===== src/rtl/fbg_pkg.sv =====
`timescale 1ns/1ps
package fbg_pkg;
    localparam int DEF_SBR_W  = 13;
    localparam int DEF_FRAC_W = 5;
    localparam int DEF_OVS    = 16;

    typedef enum logic [1:0] {
        REG_DIV_HI = 2'd0,
        REG_DIV_LO = 2'd1,
        REG_CTL    = 2'd2,
        REG_NONE   = 2'd3
    } reg_sel_e;
endpackage


===== src/rtl/fbg_regs.sv =====
`timescale 1ns/1ps
module fbg_regs
    import fbg_pkg::*;
#(
    parameter int SBR_W  = DEF_SBR_W,
    parameter int FRAC_W = DEF_FRAC_W
) (
    input  logic              clk,
    input  logic              rst_n,
    input  logic              wr_en,
    input  logic [1:0]        wr_addr,
    input  logic [7:0]        wr_data,
    input  logic              load_ack,
    output logic [SBR_W-1:0]  pend_sbr,
    output logic [FRAC_W-1:0] pend_frac,
    output logic              upd_pend,
    output logic [1:0]        irq_en
);
    localparam int HI_W = SBR_W - 8;

    typedef struct packed {
        logic [HI_W-1:0]   hi;
        logic [1:0]        ie;
        logic [SBR_W-1:0]  sbr;
        logic [FRAC_W-1:0] frac;
        logic              upd;
    } regs_t;

    regs_t st_d, st_q;
    logic  unused_bits;

    assign unused_bits = ^wr_data;

    always_comb begin
        st_d = st_q;
        if (load_ack) begin
            st_d.upd = 1'b0;
        end
        if (wr_en) begin
            case (reg_sel_e'(wr_addr))
                REG_DIV_HI: begin
                    st_d.hi = wr_data[HI_W-1:0];
                    st_d.ie = wr_data[7:6];
                end
                REG_DIV_LO: begin
                    st_d.sbr = {st_q.hi, wr_data};
                    st_d.upd = 1'b1;
                end
                REG_CTL: begin
                    st_d.frac = wr_data[FRAC_W-1:0];
                    st_d.upd  = 1'b1;
                end
                default: ;
            endcase
        end
    end

    always_ff @(posedge clk or negedge rst_n) begin
        if (!rst_n) begin
            st_q <= '0;
        end else begin
            st_q <= st_d;
        end
    end

    assign pend_sbr  = st_q.sbr;
    assign pend_frac = st_q.frac;
    assign upd_pend  = st_q.upd;
    assign irq_en    = st_q.ie;
endmodule


===== src/rtl/fbg_tick.sv =====
`timescale 1ns/1ps
module fbg_tick
    import fbg_pkg::*;
#(
    parameter int SBR_W  = DEF_SBR_W,
    parameter int FRAC_W = DEF_FRAC_W
) (
    input  logic              clk,
    input  logic              rst_n,
    input  logic              upd_pend,
    input  logic [SBR_W-1:0]  pend_sbr,
    input  logic [FRAC_W-1:0] pend_frac,
    output logic              os_tick,
    output logic              load,
    output logic [SBR_W-1:0]  sbr_act
);
    localparam int CNT_W = SBR_W + 1;

    typedef struct packed {
        logic [SBR_W-1:0]  sbr;
        logic [FRAC_W-1:0] frac;
        logic [FRAC_W-1:0] acc;
        logic [CNT_W-1:0]  cnt;
    } tick_t;

    tick_t            st_d, st_q;
    logic [FRAC_W:0]  phase_sum;
    logic             stretch;
    logic [CNT_W-1:0] last_cnt;
    logic             idle;

    always_comb begin
        phase_sum = {1'b0, st_q.acc} + {1'b0, st_q.frac};
        stretch   = phase_sum[FRAC_W];
        last_cnt  = {1'b0, st_q.sbr} - CNT_W'(1) + CNT_W'(stretch);
        idle      = (st_q.sbr == '0);
        os_tick   = !idle && (st_q.cnt == last_cnt);
        load      = upd_pend && (idle || os_tick);

        st_d = st_q;
        if (load) begin
            st_d.sbr  = pend_sbr;
            st_d.frac = pend_frac;
            st_d.acc  = '0;
            st_d.cnt  = '0;
        end else if (os_tick) begin
            st_d.acc = phase_sum[FRAC_W-1:0];
            st_d.cnt = '0;
        end else if (!idle) begin
            st_d.cnt = st_q.cnt + CNT_W'(1);
        end
    end

    always_ff @(posedge clk or negedge rst_n) begin
        if (!rst_n) begin
            st_q <= '0;
        end else begin
            st_q <= st_d;
        end
    end

    assign sbr_act = st_q.sbr;
endmodule


===== src/rtl/fbg_bitdiv.sv =====
`timescale 1ns/1ps
module fbg_bitdiv
    import fbg_pkg::*;
#(
    parameter int OVS = DEF_OVS
) (
    input  logic clk,
    input  logic rst_n,
    input  logic os_tick,
    input  logic clr,
    output logic bit_tick
);
    localparam int SUB_W = $clog2(OVS);

    typedef struct packed {
        logic [SUB_W-1:0] sub;
    } div_t;

    div_t st_d, st_q;
    logic wrap;

    always_comb begin
        wrap     = (st_q.sub == SUB_W'(OVS - 1));
        bit_tick = os_tick && wrap;
        st_d     = st_q;
        if (clr) begin
            st_d.sub = '0;
        end else if (os_tick) begin
            st_d.sub = wrap ? '0 : st_q.sub + SUB_W'(1);
        end
    end

    always_ff @(posedge clk or negedge rst_n) begin
        if (!rst_n) begin
            st_q <= '0;
        end else begin
            st_q <= st_d;
        end
    end
endmodule


===== src/rtl/frac_baud_gen.sv =====
`timescale 1ns/1ps
module frac_baud_gen
    import fbg_pkg::*;
#(
    parameter int SBR_W  = DEF_SBR_W,
    parameter int FRAC_W = DEF_FRAC_W,
    parameter int OVS    = DEF_OVS
) (
    input  logic       clk,
    input  logic       rst_n,
    input  logic       wr_en,
    input  logic [1:0] wr_addr,
    input  logic [7:0] wr_data,
    output logic       os_tick,
    output logic       bit_tick,
    output logic [1:0] irq_en
);
    logic [SBR_W-1:0]  pend_sbr;
    logic [FRAC_W-1:0] pend_frac;
    logic              upd_pend;
    logic              load;
    logic [SBR_W-1:0]  sbr_act;

    fbg_regs #(.SBR_W(SBR_W), .FRAC_W(FRAC_W)) u_regs (
        .clk       (clk),
        .rst_n     (rst_n),
        .wr_en     (wr_en),
        .wr_addr   (wr_addr),
        .wr_data   (wr_data),
        .load_ack  (load),
        .pend_sbr  (pend_sbr),
        .pend_frac (pend_frac),
        .upd_pend  (upd_pend),
        .irq_en    (irq_en)
    );

    fbg_tick #(.SBR_W(SBR_W), .FRAC_W(FRAC_W)) u_tick (
        .clk       (clk),
        .rst_n     (rst_n),
        .upd_pend  (upd_pend),
        .pend_sbr  (pend_sbr),
        .pend_frac (pend_frac),
        .os_tick   (os_tick),
        .load      (load),
        .sbr_act   (sbr_act)
    );

    fbg_bitdiv #(.OVS(OVS)) u_bitdiv (
        .clk      (clk),
        .rst_n    (rst_n),
        .os_tick  (os_tick),
        .clr      (load),
        .bit_tick (bit_tick)
    );
endmodule


===== config.mk =====
export PLATFORM = sky130hd
export DESIGN_NAME = frac_baud_gen
export DESIGN_NICKNAME = d
export VERILOG_FILES = /design/src/rtl/fbg_pkg.sv /design/src/rtl/fbg_regs.sv /design/src/rtl/fbg_tick.sv /design/src/rtl/fbg_bitdiv.sv /design/src/rtl/frac_baud_gen.sv
export SDC_FILE = /design/constraint.sdc
export NUM_CORES = 1
export LEC_CHECK = 0
export BUFFER_PORTS_ARGS = -buffer_cell sky130_fd_sc_hd__buf_4
export CAP_MARGIN = 20
export CORE_MARGIN = 2
export CORE_UTILIZATION = 52
export CTS_CLUSTER_DIAMETER = 50
export CTS_CLUSTER_SIZE = 14
export DETAILED_ROUTE_END_ITERATION = 8
export PLACE_DENSITY = 0.72
export SYNTH_ARGS = -nofsm -noshare
export SYNTH_HDL_FRONTEND = slang
export SYNTH_HIERARCHICAL = 1
export SYNTH_SLANG_ARGS = --single-unit

===== constraint.sdc =====
create_clock -name clk -period 4.55 [get_ports clk]
set_input_delay 0.91 -clock clk [delete_from_list [all_inputs] [get_ports clk]]
set_output_delay 0.91 -clock clk [all_outputs]
set_load 0.005 [all_outputs]

==> flow_summary.toml, run 1 <==
[critical_path]
worst_setup_path_end_kind = "output port"
rr_worst_depth = 14
cp-start-kind = "flop"
critical-path-max-stage-delay_ps = 390
r2r-start = "u_tick/st_q[20]$_DFFE_PN0P_"
rr_endpoint = "u_tick/sbr_act[5]$_DFFE_PN0P_"
cpMaxStageDelayCell = "or3b_4"
worstPathCellList = "ha_1 -> a21o_1 -> a21o_1 -> a21o_1 -> a21oi_2 -> ha_2 -> ha_4 -> or3b_4 -> or3_4 -> a32o_2 -> a31oi_4 -> nor3_2 -> nor4bb_4 -> buf_4 -> buf_6"
reg2reg_slack_ps = 360
cp.required_ps = 3640
cp_max_fo = 4
path_class = "flop to output port"
crit_top_cell = "a21o_1"
critical_path_arrival_ps = 3750

[cells_and_area]
fill_cells = 639
fin_cells = 483
regArea_sq_um = 1677
area_growth_pct = 10.30
nets = 405
final_area_sq_um = 4314
insertedDiodeCount = 0
drive_gt1_frac = 0.2526
multi_input_area_sq_um = 2041

[die]
die_x_um = 90.73
rows = 31
core_area_sq_um = 7253
die_y_um = 90.73
dieArea_sq_um = 8231
ios = 17
start_util = 0.5392

[clocking]
path_clk_slew_ps = 90
cts_buffers = 9
clk_path_buf_depth = 2
cts-root-buf = "clkbuf_8"
h-tree-depth = 3
clk_latency_ps = 350
cts.sinks = 67
ctsHoldBuffers = 0
tritoncts = "done"

[synth]
syn_area_per_cell_sq_um = 10.40
syn_nets = 402
netlist_area_sq_um = 3911
netlist_instances = 376
yosys_warnings = 6

[pwr]
switching_share = 0.3797
p_int_uw = 1372
total_power_uw = 2211
p_clk_frac = 0.209
seqPwrFrac = 0.432
vdd_drop_max_mv = 0.3711
comb_power_share = 0.359
p_sw_uw = 839.6
leakage_uw = 0.002000
power_density_nw_per_um2 = 512.6

[detailed_routing]
ant_nets = 0
firstDrtPassIters = 4
wl_per_cell_um = 16.58
avgViaCountPerCell = 5.774
route.detailed.drc = 0
first_iter_violations = 158
num_vias = 2789
wl_um = 8007

[placement]
dp_hpwl_um = 5634
placed_area_sq_um = 4013
io_buffer_count = 16
dp.cells = 461
gp_congestion = 1.011

[global_route]
grt_max_degree = 68
grt-ovfl-total = 0
grt_pass1_vias = 2727
grt_pass1_wl_um = 13640
grt.total_usage = 0.2103
antenna_found_initial = 0

[timing]
period_minus_slack_ps = 4658
relSlewSlack = 0.4485
final.setup.tns_ps = -201.9
fmax_mhz = 214.7
finalHoldViolCount = 0
fin_ws_ps = -108.1
maxSlewViolCount = 0
period_share = 1.024
worstMarginPinSlew_ps = 827.3
setup_viol = 2
finClkSkew_ps = 11.61
rsz0062_at_grt = "true"

[hold_path]
hp-class = "flop to flop"
worstHoldEndpoint = "u_tick/sbr_act[12]$_DFFE_PN0P_"
hold_depth = 1
min_from = "u_regs/pend_sbr[12]$_DFFE_PN0P_"

[run]
max_cap_violations = 0

[status]
outcome = "finished with violations"
violations = "setup timing"
## through the flow
stage               hold WS [ps]  utilization  setup slack (ps)
floorplan                  462.3            -             160.2
global placement           469.9       0.5532             51.64
detailed placement         475.7       0.5532            -97.49
CTS                        496.3       0.5896            -120.1
global route               513.6       0.5948            -256.8
finish                     494.1       0.5948            -108.1
## how the worst max path moves through the flow
| stage | from | to | depth (start not counted) |
|---|---|---|---|
| final | u_tick/st_q[20]$_DFFE_PN0P_ | os_tick | 15 |
| after global routing | u_tick/st_q[20]$_DFFE_PN0P_ | os_tick | 15 |
| after CTS | u_tick/st_q[20]$_DFFE_PN0P_ | os_tick | 15 |
| after global placement | u_tick/st_q[15]$_DFFE_PN0P_ | bit_tick | 16 |
| after detailed placement | u_tick/st_q[15]$_DFFE_PN0P_ | bit_tick | 16 |
| after floorplan | u_tick/st_q[15]$_DFFE_PN0P_ | bit_tick | 15 |
## power by group through the flow
stage          clock network [uW]  registers (uW)  logic, uW
4_1_cts                       477             950        765
3_3_place_gp                    0             954        713
2_1_floorplan                   0             847        695
6_report                      462             955        794
3_5_place_dp                    0             962        729
5_1_grt                       506             980        894
## cells in the final DEF, fill, tap and decap left out, types with 4 or more instances in the layout
cell type,count
a31oi_1,4
xnor2_1,16
a21boi_0,5
and2_1,5
a21o_1,5
xor2_1,8
dfrtp_1,67
buf_4,28
o2bb2ai_1,5
nand3_1,15
clkbuf_8,10
nand2_1,21
a22o_1,4
mux2_4,10
o21ai_0,5
mux2_2,18
nor4_1,4
mux2_1,5
o211ai_1,5
ha_1,10
and3_1,5
inv_1,12
nor2_1,19
o22a_1,7
nor3_1,13
a21oi_1,16
## per-layer routing
metal,wire length (um),vias up,global-route usage,share of wire
li1,-,1346,-,-
met1,3738,1380,0.2881,0.47
met2,3860,51,0.3290,0.48
met3,292,12,0.05092,0.036
met4,116,0,0.06795,0.014
met5,0,-,0,0
## flip-flops by register name, summed over array words and instances, names as in the netlist
signal and flops:
u_tick/sbr_act 13, u_regs/upd_pend 1, u_regs/irq_en 2, u_regs/st_q 5, u_regs/pend_sbr 13, u_bitdiv/st_q 4, u_regs/pend_frac 5, u_tick/st_q 24
## cell type report
class                           count  area share
Sequential cell                    67      0.3886
Tap cell                           99     0.02871
Timing Repair Buffer               30     0.05597
Clock inverter                      6     0.01131
Inverter                           12     0.01044
Clock buffer                       10     0.03190
Multi-Input combinational cell    259      0.4730
## what timing repair did
item / CTS / global route
pin swaps: 12 / 7
setup endpoints to repair: 2 / 2
buffers inserted: 4 / 2
gates resized for setup: 12 / 5
## worst max-delay path, delay by kind of cell (launching register included)
| kind | cells | cell delay, ps |
|---|---|---|
| buffers and inverters | 2 | 280 |
| adder cells (fa/ha/maj) | 3 | 650 |
| flip-flops | 1 | 380 |
| AND/OR/NAND/NOR | 4 | 950 |
| AO/OA/AOI/OAI | 6 | 1140 |
Power figures use the tool's default switching activity.
==> inputs of run 2 (changes only) <==
Settings changed: BUFFER_PORTS_ARGS -buffer_cell sky130_fd_sc_hd__buf_4 to default, DONT_BUFFER_PORTS from default to 1, PLACE_DENSITY 0.72 to 0.7.
==> run 2 against run 1 <==
The flow now finishes without violations. Utilization down 1.3 points. Worst setup slack gained 130 ps. Highest routed layer unchanged. Sequential share of layout area grew 0.86 points. Critical path type unchanged. Fmax up 2.9%. Die area is the same. Largest power group unchanged. Design area is 2.2% lower. Critical path depth shrank 1.
==> flow_summary.toml, run 2 (synthesized netlist as in run 1, its figures left out) <==
[status]
outcome = "finished, final reports clean"

[global_route]
antenna_found_initial = 0
grt_pass1_wl_um = 13820
grt_pass1_vias = 2719
grt-ovfl-total = 0
grt.total_usage = 0.2118
grt_max_degree = 68

[timing]
finClkSkew_ps = 9.633
rsz0062_at_grt = "true"
fmax_mhz = 220.9
worstMarginPinSlew_ps = 540.9
period_minus_slack_ps = 4527
fin_ws_ps = 22.78
maxSlewViolCount = 0
relSlewSlack = 0.6394
finalHoldViolCount = 0
final.setup.tns_ps = 0
period_share = 0.9950
setup_viol = 0

[clocking]
path_clk_slew_ps = 70
h-tree-depth = 3
cts-root-buf = "clkbuf_8"
cts.sinks = 67
ctsHoldBuffers = 0
tritoncts = "done"
cts_buffers = 9
clk_latency_ps = 340
clk_path_buf_depth = 2

[detailed_routing]
first_iter_violations = 171
ant_nets = 0
wl_per_cell_um = 17.08
num_vias = 2760
avgViaCountPerCell = 5.835
wl_um = 8078
firstDrtPassIters = 4
route.detailed.drc = 0

[cells_and_area]
nets = 396
drive_gt1_frac = 0.2299
fin_util = 0.5819
insertedDiodeCount = 0
largest_register_ff_count = 24
layout_common_cells = "dfrtp_1 (67), nand2_1 (21), buf_4 (20)"
fin_cells = 473
area_growth_pct = 7.902
regMostFlops = "u_tick/st_q"
final_common_cell = "dfrtp_1"
final_area_sq_um = 4220

[die]
start_util = 0.5392
ios = 17
dieArea_sq_um = 8231
rows = 31
core_area_sq_um = 7253
die_y_um = 90.73
die_x_um = 90.73

[critical_path]
crit_top_cell = "a21o_1"
cp.required_ps = 3640
worst_setup_path_end_kind = "output port"
cp-start-kind = "flop"
critical_path_arrival_ps = 3620
r2r-start = "u_tick/st_q[15]$_DFFE_PN0P_"
worstPathCellList = "ha_1 -> a21o_1 -> a21o_1 -> a21o_1 -> a21oi_2 -> ha_2 -> ha_4 -> or3b_4 -> or3_4 -> a32o_2 -> a31oi_4 -> nor3_2 -> nor4bb_4 -> buf_6"
crit_buf_inv = 1
path_class = "flop to output port"
cpMaxStageDelayCell = "or3b_4"
cp_max_fo = 7
reg2reg_slack_ps = 160
critical-path-max-stage-delay_ps = 400
rr_endpoint = "u_tick/sbr_act[3]$_DFFE_PN0P_"
rr_worst_depth = 22
crit_family = "compound AO/OA/AOI/OAI gates"

[placement]
io_buffer_count = 0
dp_hpwl_um = 5530
dp.cells = 447
placed_area_sq_um = 3895
gp_congestion = 0.8629
post-place-ws_ps = 98.12

[pwr]
power_density_nw_per_um2 = 538.3
leakage_uw = 0.001934
vdd_drop_max_mv = 0.3028

[hold_path]
hp-class = "input port to asynchronous set/reset pin"

[run]
max_cap_violations = 0
-- run 2: changes by cell type in the layout (fill, tap and decap cells not counted), sizes merged --
cell | before | now
buf | 30 | 21
clkinv | 4 | 1
clkinvlp | 0 | 3
inv | 14 | 12
clkbuf | 10 | 11
-- run 2: stage by stage --
stage               hold slack (ps)  total power [uW]
global route                  237.4              2419
finish                        260.1              2272
CTS                           238.4              2211
detailed placement            481.3              1676
global placement              472.5              1649
floorplan                     462.3              1542
-- run 2: layer usage --
layer / vias to the layer above / track usage / wire [um]
met4: 0 / 0.07949 / 133
met2: 73 / 0.3271 / 3775
li1: 1323 / - / -
met3: 16 / 0.04341 / 400
met5: - / 0 / 0
met1: 1348 / 0.2945 / 3768
-- run 2: final cells by class --
type / count / area (sq um)
fill: 613 / 3033
inverter: 12 / 45.04
clock buffer: 11 / 141.4
sequential: 67 / 1677
clock inverter: 4 / 27.53
timing repair buffer: 21 / 161.4
multi-input combinational: 259 / 2044
tap: 99 / 123.9
-- run 2: where the power goes --
| group | internal [uW] | switching (uW) |
|---|---|---|
| clock network | 209 | 223 |
| logic | 483 | 399 |
| registers | 742 | 217 |
-- run 2: worst max-delay path by stage --
stage	startpoint	endpoint	depth (start not counted)
2_1_floorplan	u_tick/st_q[15]$_DFFE_PN0P_	bit_tick	15
3_3_place_gp	u_tick/st_q[15]$_DFFE_PN0P_	os_tick	14
3_5_place_dp	u_tick/st_q[20]$_DFFE_PN0P_	os_tick	14
4_1_cts	u_tick/st_q[15]$_DFFE_PN0P_	os_tick	14
5_1_grt	u_tick/st_q[15]$_DFFE_PN0P_	os_tick	14
6_report	u_tick/st_q[15]$_DFFE_PN0P_	os_tick	14
-- run 2: repair_timing --
item,CTS,global route
setup endpoints to repair,2,2
buffers inserted,7,4
pin swaps,8,7
gates resized for setup,13,5
==> inputs of run 3 (changes only) <==
Settings changed: ABC_CLOCK_PERIOD_IN_PS from default to 5780, PLACE_DENSITY 0.7 to 0.67.
Clock period 4.55 ns to 5.78 ns, I/O delays scaled along.
==> run 3 against run 2 <==
Register-to-register slack better by 910 ps. Clock power decreased by 5.6%. Critical path type unchanged. Worst hold slack better by 220 ps.
==> flow_summary.toml, run 3 (synthesized netlist as in run 1, its figures left out) <==
[die]
rows = 31
core_area_sq_um = 7253
ios = 17
die_x_um = 90.73
start_util = 0.5392
die_y_um = 90.73
dieArea_sq_um = 8231

[cells_and_area]
nets = 379
layout_common_cells = "dfrtp_1 (67), nand2_1 (21), nor2_1 (20)"
fill_cells = 622
insertedDiodeCount = 0
largest_register_ff_count = 24
multi_input_area_sq_um = 1966
area_growth_pct = 3.455
regMostFlops = "u_tick/st_q"
regArea_sq_um = 1677
final_common_cell = "dfrtp_1"
drive_gt1_frac = 0.1676

[clocking]
clk_path_buf_depth = 2
ctsHoldBuffers = 0
cts_buffers = 9
cts.sinks = 67
cts-root-buf = "clkbuf_8"
cts_resized = 0
postCtsSetupBuffers = 0
clk_latency_ps = 360
h-tree-depth = 3
tritoncts = "done"
path_clk_slew_ps = 80

[placement]
dp_hpwl_um = 5376
io_buffer_count = 0
gp_congestion = 0.9882

[timing]
finClkSkew_ps = 13.45
worstMarginPinSlew_ps = 1062
final.setup.tns_ps = 0
rsz0062_at_grt = "false"
fmax_mhz = 189.1
setup_viol = 0
relSlewSlack = 0.2867
period_share = 0.9149
finalHoldViolCount = 0
period_minus_slack_ps = 5288
maxSlewViolCount = 0

[run]
max_cap_violations = 0

[pwr]
switching_share = 0.3699
total_power_uw = 1691
p_int_uw = 1065
comb_power_share = 0.318
seqPwrFrac = 0.442
vdd_drop_max_mv = 0.2813
p_clk_frac = 0.241
power_density_nw_per_um2 = 417.9
p_sw_uw = 625.5
leakage_uw = 0.001858

[critical_path]
cpMaxStageDelayCell = "or3b_2"
worst_setup_path_end_kind = "output port"
cp.required_ps = 4620
critical_path_arrival_ps = 4130
cp_max_fo = 8
rr_worst_depth = 14
worstPathCellList = "ha_1 -> a21o_1 -> a21o_1 -> a21o_1 -> a21oi_1 -> ha_1 -> ha_1 -> or3b_2 -> o21ai_0 -> a32o_1 -> a31oi_1 -> nor3_1 -> nor4bb_2 -> buf_4 -> nand2_2 -> nor2_1"
r2r-start = "u_tick/st_q[15]$_DFFE_PN0P_"
cp-start-kind = "flop"
rr_endpoint = "u_tick/sbr_act[6]$_DFFE_PN0P_"
reg2reg_slack_ps = 1070
path_class = "flop to output port"
critical-path-max-stage-delay_ps = 480

[global_route]
grt_max_degree = 68
grt.total_usage = 0.1980
grt_pass1_wl_um = 12770
antenna_found_initial = 0
grt-ovfl-total = 0
grt_pass1_vias = 2548

[detailed_routing]
avgViaCountPerCell = 5.849
route.detailed.drc = 0
num_vias = 2673
wl_per_cell_um = 16.63
first_iter_violations = 158
wl_um = 7600
firstDrtPassIters = 4
ant_nets = 0

[status]
outcome = "finished, final reports clean"

[hold_path]
hp-class = "input port to asynchronous set/reset pin"
run 3: changes by cell type in the layout (fill, tap and decap cells not counted), sizes merged:
cell	before	now
clkbuf	11	9
bufinv	0	1
inv	12	16
buf	21	4
clkinvlp	3	1
run 3: worst max path at each step:
stage / to / from
6_report: bit_tick / u_tick/st_q[15]$_DFFE_PN0P_
5_1_grt: bit_tick / u_tick/st_q[20]$_DFFE_PN0P_
4_1_cts: bit_tick / u_tick/st_q[15]$_DFFE_PN0P_
3_5_place_dp: bit_tick / u_tick/st_q[15]$_DFFE_PN0P_
3_3_place_gp: bit_tick / u_tick/st_q[15]$_DFFE_PN0P_
2_1_floorplan: bit_tick / u_tick/st_q[15]$_DFFE_PN0P_
run 3: critical path: cells and delay by family, from the launching register on:
kind	cells	cell delay [ps]
adder cells (fa/ha/maj)	3	670
AO/OA/AOI/OAI	7	1390
buffers and inverters	1	220
AND/OR/NAND/NOR	5	1080
flip-flops	1	380
run 3: layout make-up:
class / instances / area share
clock buffers: 9 / 0.03061
multi-input cells: 259 / 0.4858
well taps: 99 / 0.03061
clock inverters: 7 / 0.02010
inverters: 12 / 0.01113
repair buffers: 4 / 0.007421
flip-flops and latches: 67 / 0.4143
run 3: per-layer routing:
metal	up-vias	wire, um	track usage
met5	-	0	0
met4	0	257	0.09872
met3	19	434	0.06177
met2	68	3396	0.2823
met1	1296	3511	0.2718
li1	1290	-	-
run 3: power by group through the flow:
stage / clock network (uW) / registers (uW) / logic, uW
2_1_floorplan: 0 / 667 / 539
3_3_place_gp: 0 / 750 / 520
3_5_place_dp: 0 / 755 / 535
4_1_cts: 415 / 746 / 539
5_1_grt: 435 / 768 / 600
6_report: 407 / 747 / 537
run 3: metrics by stage:
step,instance area [sq um],std cells,setup slack (ps),utilization,hold slack (ps)
CTS,4046,457,514.2,0.5579,469.4
global placement,3841,441,1016,0.5296,475.6
finish,4046,457,492.1,0.5579,482.2
global route,4046,457,216.2,0.5579,457.7
detailed placement,3841,441,887.3,0.5296,474.4
floorplan,3911,376,705.4,-,462.3
